**config.mk**
```make
export PLATFORM = sky130hd
export DESIGN_NAME = hdr_exc_classifier
export DESIGN_NICKNAME = d
export VERILOG_FILES = /design/src/rtl/hxc_pkg.sv /design/src/rtl/hxc_byte_track.sv /design/src/rtl/hxc_field_cap.sv /design/src/rtl/hxc_csum_acc.sv /design/src/rtl/hxc_resolve.sv /design/src/rtl/hdr_exc_classifier.sv
export SDC_FILE = /design/constraint.sdc
export NUM_CORES = 1
export LEC_CHECK = 0
export BUFFER_PORTS_ARGS = -buffer_cell sky130_fd_sc_hd__buf_2
export CAP_MARGIN = 40
export CORE_MARGIN = 1.5
export CORE_UTILIZATION = 30
export DETAILED_ROUTE_END_ITERATION = 10
export GPL_TIMING_DRIVEN = 0
export SETUP_SLACK_MARGIN = 0.02
export SLEW_MARGIN = 0
export SYNTH_ARGS = -nofsm -noshare
export SYNTH_HDL_FRONTEND = slang
export SYNTH_SLANG_ARGS = --single-unit
```
**constraint.sdc**
```tcl
create_clock -name clk -period 7.15 [get_ports clk]
set_clock_uncertainty 0.1 [all_clocks]
set_input_delay 1.43 -clock clk [delete_from_list [all_inputs] [get_ports clk]]
set_output_delay 1.43 -clock clk [all_outputs]
set_load 0.02 [all_outputs]
```
**src/rtl/hxc_pkg.sv**
```systemverilog
package hxc_pkg;
  localparam logic [7:0] CODE_NONE     = 8'd0;
  localparam logic [7:0] IPX_VERSION   = 8'd1;
  localparam logic [7:0] IPX_HDR_CSUM  = 8'd2;
  localparam logic [7:0] IPX_SHORT_HDR = 8'd3;
  localparam logic [7:0] IPX_SHORT_PKT = 8'd4;
  localparam logic [7:0] IPX_HOP_ZERO  = 8'd5;
  localparam logic [7:0] IPX_OPTIONS   = 8'd6;
  localparam logic [7:0] L4X_MALFORMED = 8'd1;
  localparam logic [7:0] L4X_UDP_LEN   = 8'd3;
  localparam logic [7:0] L4X_PORT_ZERO = 8'd4;
  localparam logic [7:0] L4X_FIN_ONLY  = 8'd8;
  localparam logic [7:0] L4X_NO_FLAGS  = 8'd9;
  localparam logic [7:0] L4X_FIN_RST   = 8'd10;
  localparam logic [7:0] L4X_SYN_URG   = 8'd11;
  localparam logic [7:0] L4X_SYN_RST   = 8'd12;
  localparam logic [7:0] L4X_SYN_FIN   = 8'd13;

  localparam logic [7:0] PROTO_TCP   = 8'd6;
  localparam logic [7:0] PROTO_UDP   = 8'd17;
  localparam logic [7:0] PROTO_FRAG6 = 8'd44;
  localparam logic [7:0] PROTO_ESP   = 8'd50;
  localparam logic [7:0] PROTO_AH    = 8'd51;

  localparam int V6_HDR_BYTES  = 40;
  localparam int TCP_MIN_BYTES = 20;
  localparam int UDP_MIN_BYTES = 8;
  localparam int TCP_FLAG_OFS  = 13;

  typedef struct packed {
    logic [7:0]  b0;
    logic [15:0] len4;
    logic [15:0] len6;
    logic [7:0]  b6;
    logic [7:0]  b7;
    logic [7:0]  b8;
    logic [7:0]  b9;
    logic [15:0] sport;
    logic [15:0] dport;
    logic [15:0] ulen;
    logic [5:0]  tflags;
  } hxc_fields_t;

  // header length in bytes implied by the first header byte
  function automatic logic [7:0] hdr_bytes(input logic [7:0] first);
    if (first[7:4] == 4'd6) return 8'(V6_HDR_BYTES);
    return {2'b00, first[3:0], 2'b00};
  endfunction
endpackage

```
**src/rtl/hxc_byte_track.sv**
```systemverilog
module hxc_byte_track #(
  parameter int CNT_W = 16
) (
  input  logic             clk,
  input  logic             rst_n,
  input  logic             in_valid,
  input  logic             in_sop,
  input  logic             in_eop,
  output logic             acc,
  output logic [CNT_W-1:0] idx,
  output logic [CNT_W-1:0] total,
  output logic             done
);
  localparam logic [CNT_W-1:0] CNT_MAX = {CNT_W{1'b1}};

  logic             open_q, open_d;
  logic [CNT_W-1:0] cnt_q, cnt_d;
  logic             done_q, done_d;

  always_comb begin
    acc    = in_valid && (in_sop || open_q);
    idx    = in_sop ? '0 : cnt_q;
    open_d = acc ? !in_eop : open_q;
    cnt_d  = (idx == CNT_MAX) ? idx : idx + CNT_W'(1);
    done_d = acc && in_eop;
  end

  always_ff @(posedge clk or negedge rst_n) begin
    if (!rst_n) begin
      open_q <= 1'b0;
      cnt_q  <= '0;
      done_q <= 1'b0;
    end else begin
      done_q <= done_d;
      if (acc) begin
        open_q <= open_d;
        cnt_q  <= cnt_d;
      end
    end
  end

  assign total = cnt_q;
  assign done  = done_q;
endmodule

```
**src/rtl/hxc_field_cap.sv**
```systemverilog
module hxc_field_cap
  import hxc_pkg::*;
#(
  parameter int CNT_W = 16
) (
  input  logic             clk,
  input  logic             rst_n,
  input  logic             acc,
  input  logic             sop,
  input  logic [CNT_W-1:0] idx,
  input  logic [7:0]       data,
  output hxc_fields_t      fld
);
  hxc_fields_t      fld_q, fld_d;
  logic [CNT_W-1:0] l4_ofs, rel;

  always_comb begin
    l4_ofs = CNT_W'(hdr_bytes(fld_q.b0));
    rel    = idx - l4_ofs;
    fld_d  = fld_q;
    if (sop) begin
      fld_d    = '0;
      fld_d.b0 = data;
    end else begin
      case (idx)
        CNT_W'(2): fld_d.len4[15:8] = data;
        CNT_W'(3): fld_d.len4[7:0]  = data;
        CNT_W'(4): fld_d.len6[15:8] = data;
        CNT_W'(5): fld_d.len6[7:0]  = data;
        CNT_W'(6): fld_d.b6         = data;
        CNT_W'(7): fld_d.b7         = data;
        CNT_W'(8): fld_d.b8         = data;
        CNT_W'(9): fld_d.b9         = data;
        default: ;
      endcase
      if (idx >= l4_ofs) begin
        case (rel)
          CNT_W'(0): fld_d.sport[15:8] = data;
          CNT_W'(1): fld_d.sport[7:0]  = data;
          CNT_W'(2): fld_d.dport[15:8] = data;
          CNT_W'(3): fld_d.dport[7:0]  = data;
          CNT_W'(4): fld_d.ulen[15:8]  = data;
          CNT_W'(5): fld_d.ulen[7:0]   = data;
          CNT_W'(TCP_FLAG_OFS): fld_d.tflags = data[5:0];
          default: ;
        endcase
      end
    end
  end

  always_ff @(posedge clk or negedge rst_n) begin
    if (!rst_n)   fld_q <= '0;
    else if (acc) fld_q <= fld_d;
  end

  assign fld = fld_q;
endmodule

```
**src/rtl/hxc_csum_acc.sv**
```systemverilog
module hxc_csum_acc #(
  parameter int CNT_W = 16
) (
  input  logic             clk,
  input  logic             rst_n,
  input  logic             acc,
  input  logic             sop,
  input  logic [CNT_W-1:0] idx,
  input  logic [7:0]       data,
  input  logic [7:0]       hdr_len,
  output logic [15:0]      sum
);
  logic [7:0]  hi_q, hi_d;
  logic [15:0] sum_q, sum_d;
  logic [16:0] wide;

  always_comb begin
    hi_d  = hi_q;
    sum_d = sum_q;
    wide  = {1'b0, sum_q} + {1'b0, hi_q, data};
    if (sop) begin
      hi_d  = data;
      sum_d = '0;
    end else if (idx < CNT_W'(hdr_len)) begin
      if (!idx[0]) hi_d  = data;
      else         sum_d = wide[15:0] + {15'd0, wide[16]};
    end
  end

  always_ff @(posedge clk or negedge rst_n) begin
    if (!rst_n) begin
      hi_q  <= '0;
      sum_q <= '0;
    end else if (acc) begin
      hi_q  <= hi_d;
      sum_q <= sum_d;
    end
  end

  assign sum = sum_q;
endmodule

```
**src/rtl/hxc_resolve.sv**
```systemverilog
module hxc_resolve
  import hxc_pkg::*;
#(
  parameter int CNT_W = 16
) (
  input  hxc_fields_t      fld,
  input  logic [CNT_W-1:0] total,
  input  logic [15:0]      csum,
  output logic             is_v6,
  output logic             tcp_udp,
  output logic             frag,
  output logic             decrypt,
  output logic             ip_exc,
  output logic             l4_err,
  output logic [7:0]       code
);
  logic        is4, is6, known, tcp, udp, l4_on;
  logic [31:0] hl, tot, ip_len, avail;
  logic [7:0]  proto, hop, ip_code, l4_code;
  logic [5:0]  f;

  always_comb begin
    is4    = fld.b0[7:4] == 4'd4;
    is6    = fld.b0[7:4] == 4'd6;
    known  = is4 || is6;
    hl     = 32'(hdr_bytes(fld.b0));
    tot    = 32'(total);
    ip_len = is6 ? 32'(V6_HDR_BYTES) + 32'(fld.len6) : 32'(fld.len4);
    proto  = is6 ? fld.b6 : fld.b9;
    hop    = is6 ? fld.b7 : fld.b8;
    avail  = ip_len - hl;

    if (known && (tot < hl || (is4 && fld.b0[3:0] < 4'd5))) ip_code = IPX_SHORT_HDR;
    else if (!known)                                       ip_code = IPX_VERSION;
    else if (is4 && csum != 16'hFFFF)                      ip_code = IPX_HDR_CSUM;
    else if (tot < ip_len || (is4 && ip_len < hl))         ip_code = IPX_SHORT_PKT;
    else if (hop == 8'd0)                                  ip_code = IPX_HOP_ZERO;
    else if (is4 && fld.b0[3:0] > 4'd5)                    ip_code = IPX_OPTIONS;
    else                                                   ip_code = CODE_NONE;

    frag = is4 ? (fld.b6[5] || {fld.b6[4:0], fld.b7} != 13'd0)
               : (is6 && fld.b6 == PROTO_FRAG6);
    tcp  = known && proto == PROTO_TCP;
    udp  = known && proto == PROTO_UDP;
    f    = fld.tflags;

    if ((tcp && avail < 32'(TCP_MIN_BYTES)) || (udp && avail < 32'(UDP_MIN_BYTES)))
                                                 l4_code = L4X_MALFORMED;
    else if (udp && 32'(fld.ulen) > avail)       l4_code = L4X_UDP_LEN;
    else if (fld.sport == '0 || fld.dport == '0) l4_code = L4X_PORT_ZERO;
    else if (tcp && f == 6'b000001)              l4_code = L4X_FIN_ONLY;
    else if (tcp && f == 6'b000000)              l4_code = L4X_NO_FLAGS;
    else if (tcp && f[0] && f[2])                l4_code = L4X_FIN_RST;
    else if (tcp && f[1] && f[5])                l4_code = L4X_SYN_URG;
    else if (tcp && f[1] && f[2])                l4_code = L4X_SYN_RST;
    else if (tcp && f[1] && f[0])                l4_code = L4X_SYN_FIN;
    else                                         l4_code = CODE_NONE;

    l4_on   = (ip_code == CODE_NONE) && !frag && (tcp || udp);
    is_v6   = is6;
    tcp_udp = tcp || udp;
    frag    = known && frag;
    decrypt = known && (proto == PROTO_ESP || proto == PROTO_AH);
    ip_exc  = ip_code != CODE_NONE;
    l4_err  = l4_on && l4_code != CODE_NONE;
    code    = ip_exc ? ip_code : (l4_err ? l4_code : CODE_NONE);
  end
endmodule

```
**src/rtl/hdr_exc_classifier.sv**
```systemverilog
module hdr_exc_classifier
  import hxc_pkg::*;
#(
  parameter int CNT_W = 16
) (
  input  logic       clk,
  input  logic       rst_n,
  input  logic       in_valid,
  input  logic       in_sop,
  input  logic       in_eop,
  input  logic [7:0] in_byte,
  output logic       st_done,
  output logic       st_is_v6,
  output logic       st_tcp_udp,
  output logic       st_frag,
  output logic       st_decrypt,
  output logic       st_ip_exc,
  output logic       st_l4_err,
  output logic [7:0] st_code
);
  logic [1:0]       rst_pipe;
  logic             rst_core_n;
  logic             acc, done;
  logic [CNT_W-1:0] idx, total;
  hxc_fields_t      fld;
  logic [15:0]      csum;
  logic             r_v6, r_tu, r_frag, r_dec, r_ipx, r_l4;
  logic [7:0]       r_code;

  always_ff @(posedge clk or negedge rst_n) begin
    if (!rst_n) rst_pipe <= '0;
    else        rst_pipe <= {rst_pipe[0], 1'b1};
  end
  assign rst_core_n = rst_pipe[1];

  hxc_byte_track #(.CNT_W(CNT_W)) u_track (
    .clk(clk), .rst_n(rst_core_n), .in_valid(in_valid), .in_sop(in_sop),
    .in_eop(in_eop), .acc(acc), .idx(idx), .total(total), .done(done));

  hxc_field_cap #(.CNT_W(CNT_W)) u_cap (
    .clk(clk), .rst_n(rst_core_n), .acc(acc), .sop(in_sop), .idx(idx),
    .data(in_byte), .fld(fld));

  hxc_csum_acc #(.CNT_W(CNT_W)) u_csum (
    .clk(clk), .rst_n(rst_core_n), .acc(acc), .sop(in_sop), .idx(idx),
    .data(in_byte), .hdr_len(hdr_bytes(fld.b0)), .sum(csum));

  hxc_resolve #(.CNT_W(CNT_W)) u_res (
    .fld(fld), .total(total), .csum(csum), .is_v6(r_v6), .tcp_udp(r_tu),
    .frag(r_frag), .decrypt(r_dec), .ip_exc(r_ipx), .l4_err(r_l4), .code(r_code));

  always_comb begin
    st_done    = done;
    st_is_v6   = done && r_v6;
    st_tcp_udp = done && r_tu;
    st_frag    = done && r_frag;
    st_decrypt = done && r_dec;
    st_ip_exc  = done && r_ipx;
    st_l4_err  = done && r_l4;
    st_code    = done ? r_code : 8'd0;
  end
endmodule

```
## Word level (Yosys, flattened, before mapping)

Index checks and enable logic that the tools add are counted.

| storage, ports and cells | value |
|---|---|
| flip-flop bits (word level) | 170 |
| bits of input ports | 13 |
| output and inout port bits | 15 |
| logic and storage cells | 201 |

| operators by class | value |
|---|---|
| $add $sub $neg | 6 |
| order comparisons | 10 |
| eq/ne operators | 25 |
| multiplexer cells | 50 |
| reductions and logical operators | 88 |

Operators by type and width:

| operator | number |
|---|---|
| 2-to-1 mux 8 bit | 37 |
| 2-to-1 mux 118 bit | 1 |
| == test 16 x 3 -> 1 bit, second input constant | 6 |
| 2-to-1 mux 16 bit | 5 |
| == test 16 x 2 -> 1 bit, second input constant | 4 |
| 2-to-1 mux 54 bit | 1 |
| == test 16 x 4 -> 1 bit, second input constant | 3 |
| logical NOT 16 bit | 3 |
| nonzero test 2 bit | 18 |
| > comparator 16 x 32 -> 1 bit | 1 |
| logical AND 1 bit | 32 |
| less-than comparator 16 x 32 -> 1 bit | 1 |
| less-than comparator 16 x 8 -> 1 bit | 2 |
| less-than comparator 32 x 4 -> 1 bit, second input constant | 1 |
| less-than comparator 32 x 5 -> 1 bit, second input constant | 1 |
| less-than comparator 32 x 8 -> 1 bit | 1 |
| 2-to-1 mux 32 bit | 1 |
| subtractor 32 x 8 -> 32 bit | 1 |
| AND reduction 3 bit | 9 |
| == test 8 x 6 -> 1 bit, second input constant | 3 |
| AND reduction 2 bit | 9 |
| adder 16 x 16 -> 17 bit | 1 |
| adder 6 x 16 -> 17 bit, first input constant | 1 |
| adder 16 x 1 -> 16 bit | 1 |
| 23 further kinds | 36 |

## Depth between registers and ports, before layout

Gate-level depths: netlist of run 1.

| logic depth | value |
|---|---|
| depth in word-level cells | 20 |
| gate-level depth with buffers | 22 |

## By module

A second synthesis of run 1 with hierarchy kept.

| unflattened totals | value |
|---|---|
| cells, all modules | 1244 |
| area, all modules | 11743.8 um^2 |

By module, submodules not included:

| module | instances | cells an instance | area an instance (um^2) | seq. area each (um^2) |
|---|---|---|---|---|
| hxc_field_cap | 1 | 451 | 5220.0 | 3153.0 |
| hxc_resolve | 1 | 374 | 2701.3 | 0.0 |
| hxc_csum_acc | 1 | 274 | 2486.1 | 600.6 |
| hxc_byte_track | 1 | 121 | 1144.8 | 450.4 |
| hdr_exc_classifier | 1 | 24 | 191.4 | 50.0 |

## Worst setup path before layout of run 1

OpenSTA, ideal clock, no wires.

| path | value |
|---|---|
| kind | flip-flop to output port |
| start point | register u_cap.fld_q (netlist bit u_cap.fld[124]) |
| end point | output st_code[2] |
| arrival time | 4.908 ns |
| data required time | 5.620 ns |
| setup slack | 0.712 ns |
| stages on the path, launching flop included | 22 |
| buffers on the path | 2 |
| cells stage by stage | dfrtp_1 -> nand4bb_1 -> clkbuf_1 -> clkbuf_1 -> nand2b_1 -> inv_1 -> ha_1 -> nor2b_1 -> o21ai_0 -> o21a_1 -> nand4_2 -> nor2_1 -> xor2_1 -> ha_1 -> a21oi_1 -> o21ai_0 -> a2111oi_0 -> a21oi_1 -> o311a_1 -> a211oi_2 -> nor4_1 -> o31ai_1 |

| between the ends | value |
|---|---|
| word-level cells in the longest chain between the ends | 20 |
| elaborated cells between the ends (all ways) | 67 |
| those cells by class | add/sub: 1; order compare: 6; eq/ne: 4; mux: 24; reduce/logical: 32 |

Ends and longest elaborated chain:

| element | RTL line | text |
|---|---|---|
| start: declaration | hxc_field_cap.sv:14 | `hxc_fields_t fld_q, fld_d;` |
| start signal: assignment | hxc_field_cap.sv:53 | `else if (acc) fld_q <= fld_d;` |
| branches (longest 18 deep; another with subtractor 32 x 8 -> 32 bit) | n/a |  |
| 2-to-1 mux 8 bit (*) | hxc_resolve.sv:66 | `code = ip_exc ? ip_code : (l4_err ? l4_code : CODE_NONE);` |
| 2-to-1 mux 8 bit (*) | hdr_exc_classifier.sv:60 | `st_code = done ? r_code : 8'd0;` |
| end: declaration | hdr_exc_classifier.sv:19 | `output logic [7:0] st_code` |

Mark *: on every way between the ends.

## Worst setup path in the final report of run 1

| path | value |
|---|---|
| start point | register u_cap.fld_q (netlist bit u_cap.fld[125]) |
| end point | output st_code[2] |

Same word-level chain as after synthesis.

==> impl_metrics.ini, run 1 <==
[status]
outcome = complete, no violations

[logic_synthesis]
ys.warnings.count = 0
synth_seq_area_share = 0.374
synth_cells = 1275
synth_compound_area_frac = 0.176
synthArstFlopShare = 1.00
synth_xor_area_frac = 0.0489
synth_top_family_by_area = simple AND/OR/NAND/NOR gates
synthMuxAreaShare = 0.0463
yosys.area_share.simple = 0.239
synth_cell_types = 91
avgSynthCellArea_um2 = 8.92
synthAdderAreaFrac = 0.0752
syn-cell-area_um2 = 11400
synth-edff-count = 0
synth_seq_cells = 170
synth_flop_cell = dfrtp_1

[routing]
dr.pass1.iters = 6
first_iter_violations = 953
drc = 0
ant_nets = 0
viasPerCell = 5.43
drt_wl_total_um = 34600
vias = 10000
wl_per_cell_um = 18.7

[clocking]
root_buffer = clkbuf_16
cts_sinks = 170
numCtsBuffers = 17
cts_buffer_depth = 2
worstSkewPairLatency_ns = 0.45
cts_tree = done
clkTransAtPathRegs_ns = 0.07
hold_buffers = 0
htreeDepth = 4
postCtsSetupBuffers = 0

[critical_path]
reg2reg_depth = 15
cp_max_fo = 28
required_ns = 5.62
r2r_start = u_cap.fld[125]$_DFFE_PN0P_
arrival_ns = 5.36
crit_path_end_kind = primary output
worstSetupPathType = flop to primary output
crit_path_start = u_cap.fld[125]$_DFFE_PN0P_
cp-start-kind = flop

[power_and_ir_drop]
p_total_mw = 3.18
ir_drop_uv = 163
powerDensity_nw_per_um2 = 246
total_leakage_power_nw = 5.51

[floorplan]
core_um2 = 37500
ios = 28
die_x_um = 198
die_area_um2 = 39100
die_y_um = 198
row_count = 71
initial_core_util = 0.303

[sta]
rsz0062_at_grt = no
fmax_mhz = 145
max_slew.worst_pin.slew_ns = 0.921
fin_setup_tns_ns = 0
fin_crit_sh = 0.964
fin_crit_ns = 6.89
relSlewSlack = 0.386
setup_viol = 0
final-max-slew-violation-count = 0
hold_viol_final = 0

[run]
maxCapViolations = 0

[final_layout]
drive_gt1_frac = 0.115
final_common_cell = dfrtp_1
diodes = 0
area_growth_pct = 13.6
final_cell_mix = dfrtp_1 (166), nand2_1 (130), o21ai_0 (113)
final_nets = 1403

[global_routing]
antenna_found_initial = 0
grt_remaining_overflow = 0
grt_pass1_wl_um = 54900
grt_use_total = 0.182
grt_pass1_vias = 9483
grt_max_degree = 67

[min_path]
hold_depth = 0
hold_start = rst_pipe[0]$_DFF_PN0_
min_path_type = flop to flop

[place]
dp_hpwl_um = 25800
routabilityCongestion = 0.895
portBuffers = 23
-- synth_stat cells (all sizes together), types with 24 or more instances --
cell type  number  area (µm²)
nor3           24         130
inv            33         124
clkbuf         50         188
mux2i          32         324
xor2           26         228
a21oi          30         154
nand2         131         494
nand3          94         470
nor4           33         225
o21ai         125         629
nand4          29         200
nor2b          41         257
xnor2          35         307
ha             62         776
nor2           72         273
o211ai         35         263
dfrtp         170        4250
-- power breakdown --
part	leakage (nW)	switching (mW)	internal (mW)
Sequential	2.23	0.109	1.07
Clock	0.275	0.456	0.466
Combinational	3.01	0.628	0.449
Total	5.51	1.19	1.99
-- final timing paths --
check | to | slack, ns
max in group asynchronous | u_cap.fld[36]$_DFFE_PN0P_ | 5.84
min in group asynchronous | u_cap.fld[96]$_DFFE_PN0P_ | 0.31
worst min-delay path | rst_pipe[1]$_DFF_PN0_ | 0.25
worst max register to register | u_cap.fld[45]$_DFFE_PN0P_ | 2.64
worst max-delay path | st_code[2] | 0.26
worst min register to register | rst_pipe[1]$_DFF_PN0_ | 0.25
-- registers in the layout (all words and copies together), names as in the netlist --
name            flops
u_csum.sum         16
u_track.done        1
rst_pipe            2
u_cap.fld         126
u_track.total      16
u_track.open_q      1
u_csum.hi_q         8
-- cell type report --
cell class	instances	area [µm²]
well taps	511	639
repair buffers	31	238
clock inverters	15	155
clock buffers	17	425
inverters	33	124
fillers	3873	24600
multi-input cells	1003	6760
plain buffers	69	312
flip-flops and latches	170	4260
-- metal layers --
metal  GRT usage  part of all wire  up-vias
met5           0                 0        -
met4      0.0659             0.030        0
met3      0.0315             0.054       58
met2       0.287              0.46      282
met1       0.249              0.46     4960
li1            -                 -     4748
-- metrics by stage --
stage               setup WS, ns  utilization  cells  instance area [µm²]  hold slack (ns)
floorplan                  0.712            -   1278                11400            0.231
global placement          -0.386        0.324   1812                12100            0.239
detailed placement        -0.502        0.327   1818                12200            0.236
CTS                       0.0814        0.343   1848                12900            0.253
global route              0.0503        0.345   1849                12900            0.262
finish                     0.259        0.345   1849                12900            0.250
-- critical path: stages (launching register included) --
cell	delay [ns]
dfrtp_1	0.40
and4bb_4	0.40
buf_8	0.24
mux2i_4	0.32
ha_1	0.22
nor2b_1	0.06
o21ai_1	0.16
o21a_2	0.22
nand4_4	0.16
nor2_2	0.16
xor2_1	0.21
ha_1	0.29
a21oi_1	0.19
o21ai_0	0.14
a2111oi_2	0.46
a21oi_1	0.12
o311a_1	0.31
a211oi_2	0.28
nor4_1	0.12
o31ai_1	0.24
buf_2	0.21
-- logic make-up after synthesis --
| family | count (synthesis) |
|---|---|
| and+or+nand+nor | 518 |
| buffers and inverters | 105 |
| other | 2 |
| adders and majority gates | 67 |
| muxes | 50 |
| DFF | 170 |
| xor gates and xnor gates | 62 |
| AOI/OAI and AO/OA | 301 |
-- timing repair --
item,4_1_cts,5_1_grt
pin swaps,1,4
gates resized for setup,14,11
cloned,0,0
setup endpoints to repair,5,4
(Power assumes the default switching activity.)
==> run 2, diff against run 1 <==
--- a/config.mk
+++ b/config.mk
@@ -11,6 +11,7 @@
 export CORE_UTILIZATION = 30
 export DETAILED_ROUTE_END_ITERATION = 10
 export GPL_TIMING_DRIVEN = 0
+export MAX_ROUTING_LAYER = met4
 export SETUP_SLACK_MARGIN = 0.02
 export SLEW_MARGIN = 0
 export SYNTH_ARGS = -nofsm -noshare
==> run 2 against run 1 <==
Clock power up 1%. Combinational power hardly changed. Maximum frequency up 1.1%. Cell count grew 0.16%. Sequential power hardly changed. Sequential cell count unchanged. Register-to-register slack better by 0.11 ns. Critical endpoint is now st_code[1]. Largest cell class unchanged. Largest power group unchanged.
==> impl_metrics.ini, run 2 (synthesis gave the netlist of run 1 again) <==
[power_and_ir_drop]
combPwrFrac = 0.343
total_leakage_power_nw = 5.55
ir_drop_uv = 161
p_int_mw = 2.02
p_total_mw = 3.22
pwr-share-clk = 0.290
p_sw_frac = 0.373
power.switching_mw = 1.20
pwr-share-seq = 0.367
powerDensity_nw_per_um2 = 248

[routing]
ant_nets = 0
wl_per_cell_um = 18.7
vias = 9956
drt_wl_total_um = 34600
first_iter_violations = 866
viasPerCell = 5.38
dr.pass1.iters = 6
drc = 0

[place]
placed_cell_area_um2 = 12200
portBuffers = 23
routabilityCongestion = 0.908
preCtsSetupSlack_ns = -0.490
dp_hpwl_um = 25600
placed_cells = 1817

[clocking]
cts_sinks = 170
clkTransAtPathRegs_ns = 0.08
numCtsBuffers = 17
cts_tree = done
root_buffer = clkbuf_16
cts_buffer_depth = 2
htreeDepth = 4
worstSkewPairLatency_ns = 0.45

[sta]
fmax_mhz = 147
hold_ws_ns = 0.262
max_slew.worst_pin.slew_ns = 0.966
setup_viol = 0
relSlewSlack = 0.356
final-max-slew-violation-count = 0
fin_crit_ns = 6.82
rsz0062_at_grt = no
fin_crit_sh = 0.953
fin_setup_tns_ns = 0
setup_slack_ns = 0.333
hold_viol_final = 0

[floorplan]
initial_core_util = 0.303
row_count = 71
die_x_um = 198
core_um2 = 37500
die_area_um2 = 39100
die_y_um = 198
ios = 28

[critical_path]
arrival_ns = 5.29
r2r-end = u_cap.fld[41]$_DFFE_PN0P_
crit_path_end_kind = primary output
reg2reg_depth = 15
slowest_delay_ns = 0.48
cpMostUsedCell = ha_1
cp_num_buf_inv = 3
r2r_start = u_cap.fld[122]$_DFFE_PN0P_
slowest_stage = dfrtp_2
crit_family = compound AO/OA/AOI/OAI gates
cp-start-kind = flop
cp_max_fo = 14
path_cells = and4bb_4, buf_12, mux2i_4, ha_1, fa_1, nand2b_1, a21oi_2, a31oi_4, xor2_1, ha_1, a21oi_1, o21ai_0, a2111oi_2, a211oi_2, nand2_1, mux2i_1, a211oi_4, buf_4, o41a_1, o2bb2ai_1, buf_2
worstSetupPathType = flop to primary output
required_ns = 5.62
reg2reg_slack_ns = 2.75

[min_path]
hold_depth = 0
min_to = rst_pipe[1]$_DFF_PN0_
hold_start = rst_pipe[0]$_DFF_PN0_
min_path_type = flop to flop

[final_layout]
final_nets = 1404
final_common_cell = dfrtp_1
design_area_um2 = 13000
nFillCells = 3847
final_cell_mix = dfrtp_1 (166), nand2_1 (130), o21ai_0 (113)
finalNonFillerCells = 1852
final_core_util = 0.347
drive_gt1_frac = 0.118
largest_reg_flops = 126
area_growth_pct = 14.3

[status]
outcome = complete, no violations

[global_routing]
antenna_found_initial = 1
grt_pass1_vias = 9550
grt_use_total = 0.187
grt_max_degree = 65
grt_remaining_overflow = 0
grt_pass1_wl_um = 54500

[run]
maxCapViolations = 0
==> run 2: worst max path at each step <==
| stage | from | end | slack (ns) | depth (start not counted) |
|---|---|---|---|---|
| after global routing | u_cap.fld[122]$_DFFE_PN0P_ | st_code[2] | 0.02 | 21 |
| final | u_cap.fld[124]$_DFFE_PN0P_ | st_code[1] | 0.33 | 21 |
| after CTS | u_cap.fld[125]$_DFFE_PN0P_ | st_code[1] | 0.07 | 22 |
| after global placement | u_cap.fld[124]$_DFFE_PN0P_ | st_code[2] | -0.40 | 22 |
| after detailed placement | u_cap.fld[124]$_DFFE_PN0P_ | st_code[2] | -0.49 | 22 |
| after floorplan | u_cap.fld[124]$_DFFE_PN0P_ | st_code[2] | 0.71 | 21 |
==> run 2: timing repair <==
item,4_1_cts,5_1_grt
hold buffers,0,0
endpoints found under the setup margin,5,4
buffers inserted,1,1
pin swaps,3,5
gates resized for setup,15,18
cloned,0,1
==> run 2: final cells by class <==
class                           instances  area [µm²]  share of cell area
Tap cell                              511         639              0.0492
Multi-Input combinational cell       1003        6790               0.522
Inverter                               33         124             0.00953
Buffer                                 69         324              0.0249
Sequential cell                       170        4260               0.328
Timing Repair Buffer                   32         263              0.0202
Clock buffer                           18         439              0.0338
Antenna cell                            2        5.00            0.000385
Clock inverter                         14         150              0.0116
==> run 2: routing by layer <==
| layer | track usage | routed length, µm | part of all wire |
|---|---|---|---|
| met1 | 0.239 | 15500 | 0.45 |
| met2 | 0.291 | 16000 | 0.46 |
| met3 | 0.0370 | 1880 | 0.054 |
| met4 | 0.0687 | 1080 | 0.031 |
| met5 | - | 0 | 0 |
==> run 2: power groups by stage <==
stage	logic [mW]	registers (mW)	clock network [mW]
after CTS	1.06	1.18	0.954
final	1.11	1.18	0.933
after floorplan	0.799	1.17	0
after global placement	0.999	1.21	0
after detailed placement	1.04	1.20	0
after global routing	1.23	1.20	0.991
==> run 2: worst reg2reg max path: stages, from the launching register on <==
cell and delay, ns:
dfrtp_1 0.42, and4bb_4 0.37, buf_12 0.16, nor2_1 0.09
ha_1 0.22, fa_1 0.47, inv_1 0.07, a21oi_1 0.06
o21ai_0 0.43, nor2_1 0.12, xnor2_1 0.14, a31oi_1 0.61
clkbuf_1 0.38, nand3b_1 0.20, buf_4 0.21, mux2i_1 0.24
==> run 3, diff against run 2 <==
==> constraint.sdc (replaced) <==
create_clock -name clk -period 7.15 [get_ports clk]
set_clock_uncertainty 0.1 [all_clocks]
set_input_delay 0.3575 -clock clk [delete_from_list [all_inputs] [get_ports clk]]
set_output_delay 0.3575 -clock clk [all_outputs]
set_load 0.02 [all_outputs]
==> run 3 against run 2 <==
Power fell by 1.5%. First-iteration DRC count rose by 1.7%. Critical path depth rose by 1. Core utilization fell by 0.36 points. Worst setup slack improved by 0.11 ns. Combinational power fell by 5%. Clock power barely moved. Routed wire length barely moved. Via count barely moved. Hold slack got worse by 0.16 ns. Critical path type unchanged. Largest power group unchanged. Highest routed layer unchanged.
==> impl_metrics.ini, run 3 (synthesis gave the netlist of run 1 again) <==
[critical_path]
crit_path_start = u_cap.fld[124]$_DFFE_PN0P_
reg2reg_slack_ns = 2.13
crit_family = compound AO/OA/AOI/OAI gates
crit_cells = 22
cp_num_buf_inv = 4
r2r-end = u_cap.fld[41]$_DFFE_PN0P_
cp-endpoint = st_code[2]
worstSetupPathType = flop to primary output
arrival_ns = 6.24
cp_max_fo = 10
slowest_stage = a2111oi_1
reg2reg_depth = 17
crit_path_end_kind = primary output
r2r_start = u_cap.fld[124]$_DFFE_PN0P_
required_ns = 6.69
path_cells = and4bb_4, buf_6, buf_4, buf_2, mux2i_1, ha_1, nor2b_1, o21ai_0, o21a_1, nand4_2, nor2_1, xor2_1, ha_1, a21oi_1, o21ai_0, a2111oi_1, a21oi_1, o311a_1, a211oi_2, nor4_1, o31ai_1, buf_2
slowest_delay_ns = 0.51
cp-start-kind = flop

[routing]
drt_wl_total_um = 34500
dr.pass1.iters = 6
ant_nets = 0
wl_per_cell_um = 18.6
vias = 9947
first_iter_violations = 881
viasPerCell = 5.37
drc = 0

[clocking]
cts_tree = done
root_buffer = clkbuf_16
clkTransAtPathRegs_ns = 0.08
worstSkewPairLatency_ns = 0.46
postCtsSetupBuffers = 0
cts_buffer_depth = 2
numCtsBuffers = 17
cts_sinks = 170
htreeDepth = 4

[final_layout]
drive_gt1_frac = 0.106
area_growth_pct = 13.1
finalNonFillerCells = 1853
design_area_um2 = 12900
largest_reg_flops = 126
final_common_cell = dfrtp_1
final_nets = 1405
final_cell_mix = dfrtp_1 (169), nand2_1 (130), o21ai_0 (115)

[global_routing]
grt_use_total = 0.187
grt_max_degree = 65
grt_remaining_overflow = 0
grt_pass1_vias = 9594
antenna_found_initial = 1
grt_pass1_wl_um = 54600

[floorplan]
die_y_um = 198
die_x_um = 198
ios = 28
core_um2 = 37500
row_count = 71
initial_core_util = 0.303
die_area_um2 = 39100

[min_path]
min_path_type = input port to asynchronous set/reset pin

[sta]
hold_viol_final = 0
fmax_mhz = 149
relSlewSlack = 0.359
setup_slack_ns = 0.448
setup_viol = 0
rsz0062_at_grt = no
fin_crit_ns = 6.70
final-max-slew-violation-count = 0
fin_crit_sh = 0.937
max_slew.worst_pin.slew_ns = 0.961

[status]
outcome = complete, no violations

[power_and_ir_drop]
total_leakage_power_nw = 5.51
powerDensity_nw_per_um2 = 247
ir_drop_uv = 161
p_total_mw = 3.17

[place]
preCtsSetupSlack_ns = 0.582
routabilityCongestion = 0.908
placed_cell_area_um2 = 12200
dp_hpwl_um = 25600
placed_cells = 1817
portBuffers = 23

[run]
maxCapViolations = 0
[run 3: stage by stage]
step	utilization	setup TNS [ns]	hold WS (ns)
floorplan	-	0	-0.0381
global placement	0.324	-20.77	0.0441
detailed placement	0.326	0	0.0465
CTS	0.342	0	0.0849
global route	0.343	0	0.0960
finish	0.343	0	0.105
[run 3: worst register-to-register path: stages, from the launching register on]
cell and delay (ns):
dfrtp_1 0.50, and4bb_4 0.32, buf_6 0.16, buf_4 0.20
buf_2 0.30, nor2_1 0.15, ha_1 0.24, fa_1 0.47
inv_1 0.07, a21oi_1 0.06, o21ai_0 0.42, nor2_1 0.11
xnor2_1 0.14, a31oi_1 0.62, clkbuf_1 0.39, nand3b_1 0.20
buf_4 0.21, mux2i_1 0.23
[run 3: final cells by class]
| class | count | area (µm²) |
|---|---|---|
| inverter | 33 | 124 |
| buffer | 72 | 323 |
| multi-input combinational | 1003 | 6690 |
| antenna | 2 | 5.00 |
| clock buffer | 18 | 439 |
| clock inverter | 14 | 150 |
| timing repair buffer | 30 | 233 |
| fill | 3865 | 24600 |
| sequential | 170 | 4260 |
| tap | 511 | 639 |
[run 3: worst min path at each step]
stage | startpoint | endpoint | slack, ns | cells after the start
final | rst_n | rst_pipe[1]$_DFF_PN0_ | 0.10 | 2
after global routing | in_valid | u_track.total[5]$_DFFE_PN0P_ | 0.1 | 2
after CTS | in_valid | u_track.total[5]$_DFFE_PN0P_ | 0.08 | 2
after detailed placement | rst_n | rst_pipe[0]$_DFF_PN0_ | 0.05 | 1
after global placement | rst_n | rst_pipe[0]$_DFF_PN0_ | 0.04 | 1
after floorplan | rst_n | rst_pipe[0]$_DFF_PN0_ | -0.04 | 0
[run 3: per-layer routing]
layer  global-route usage  part of all wire  vias to the layer above
li1                     -                 -                     4745
met1                0.239              0.45                     4861
met2                0.293              0.46                      279
met3               0.0365             0.055                       62
met4               0.0684             0.033                        0
met5                    -                 0                        -
[run 3: what timing repair did]
action / in CTS / in global routing
resized for setup: 0 / 6
hold buffers: 1 / 0
endpoints found under the setup margin: 0 / 4
hold endpoints to repair: 2 / 0
[run 3: power breakdown]
part / switching, mW / internal [mW] / leakage [nW]
Clock: 0.458 / 0.477 / 0.284
Combinational: 0.617 / 0.439 / 3.00
Sequential: 0.109 / 1.07 / 2.23
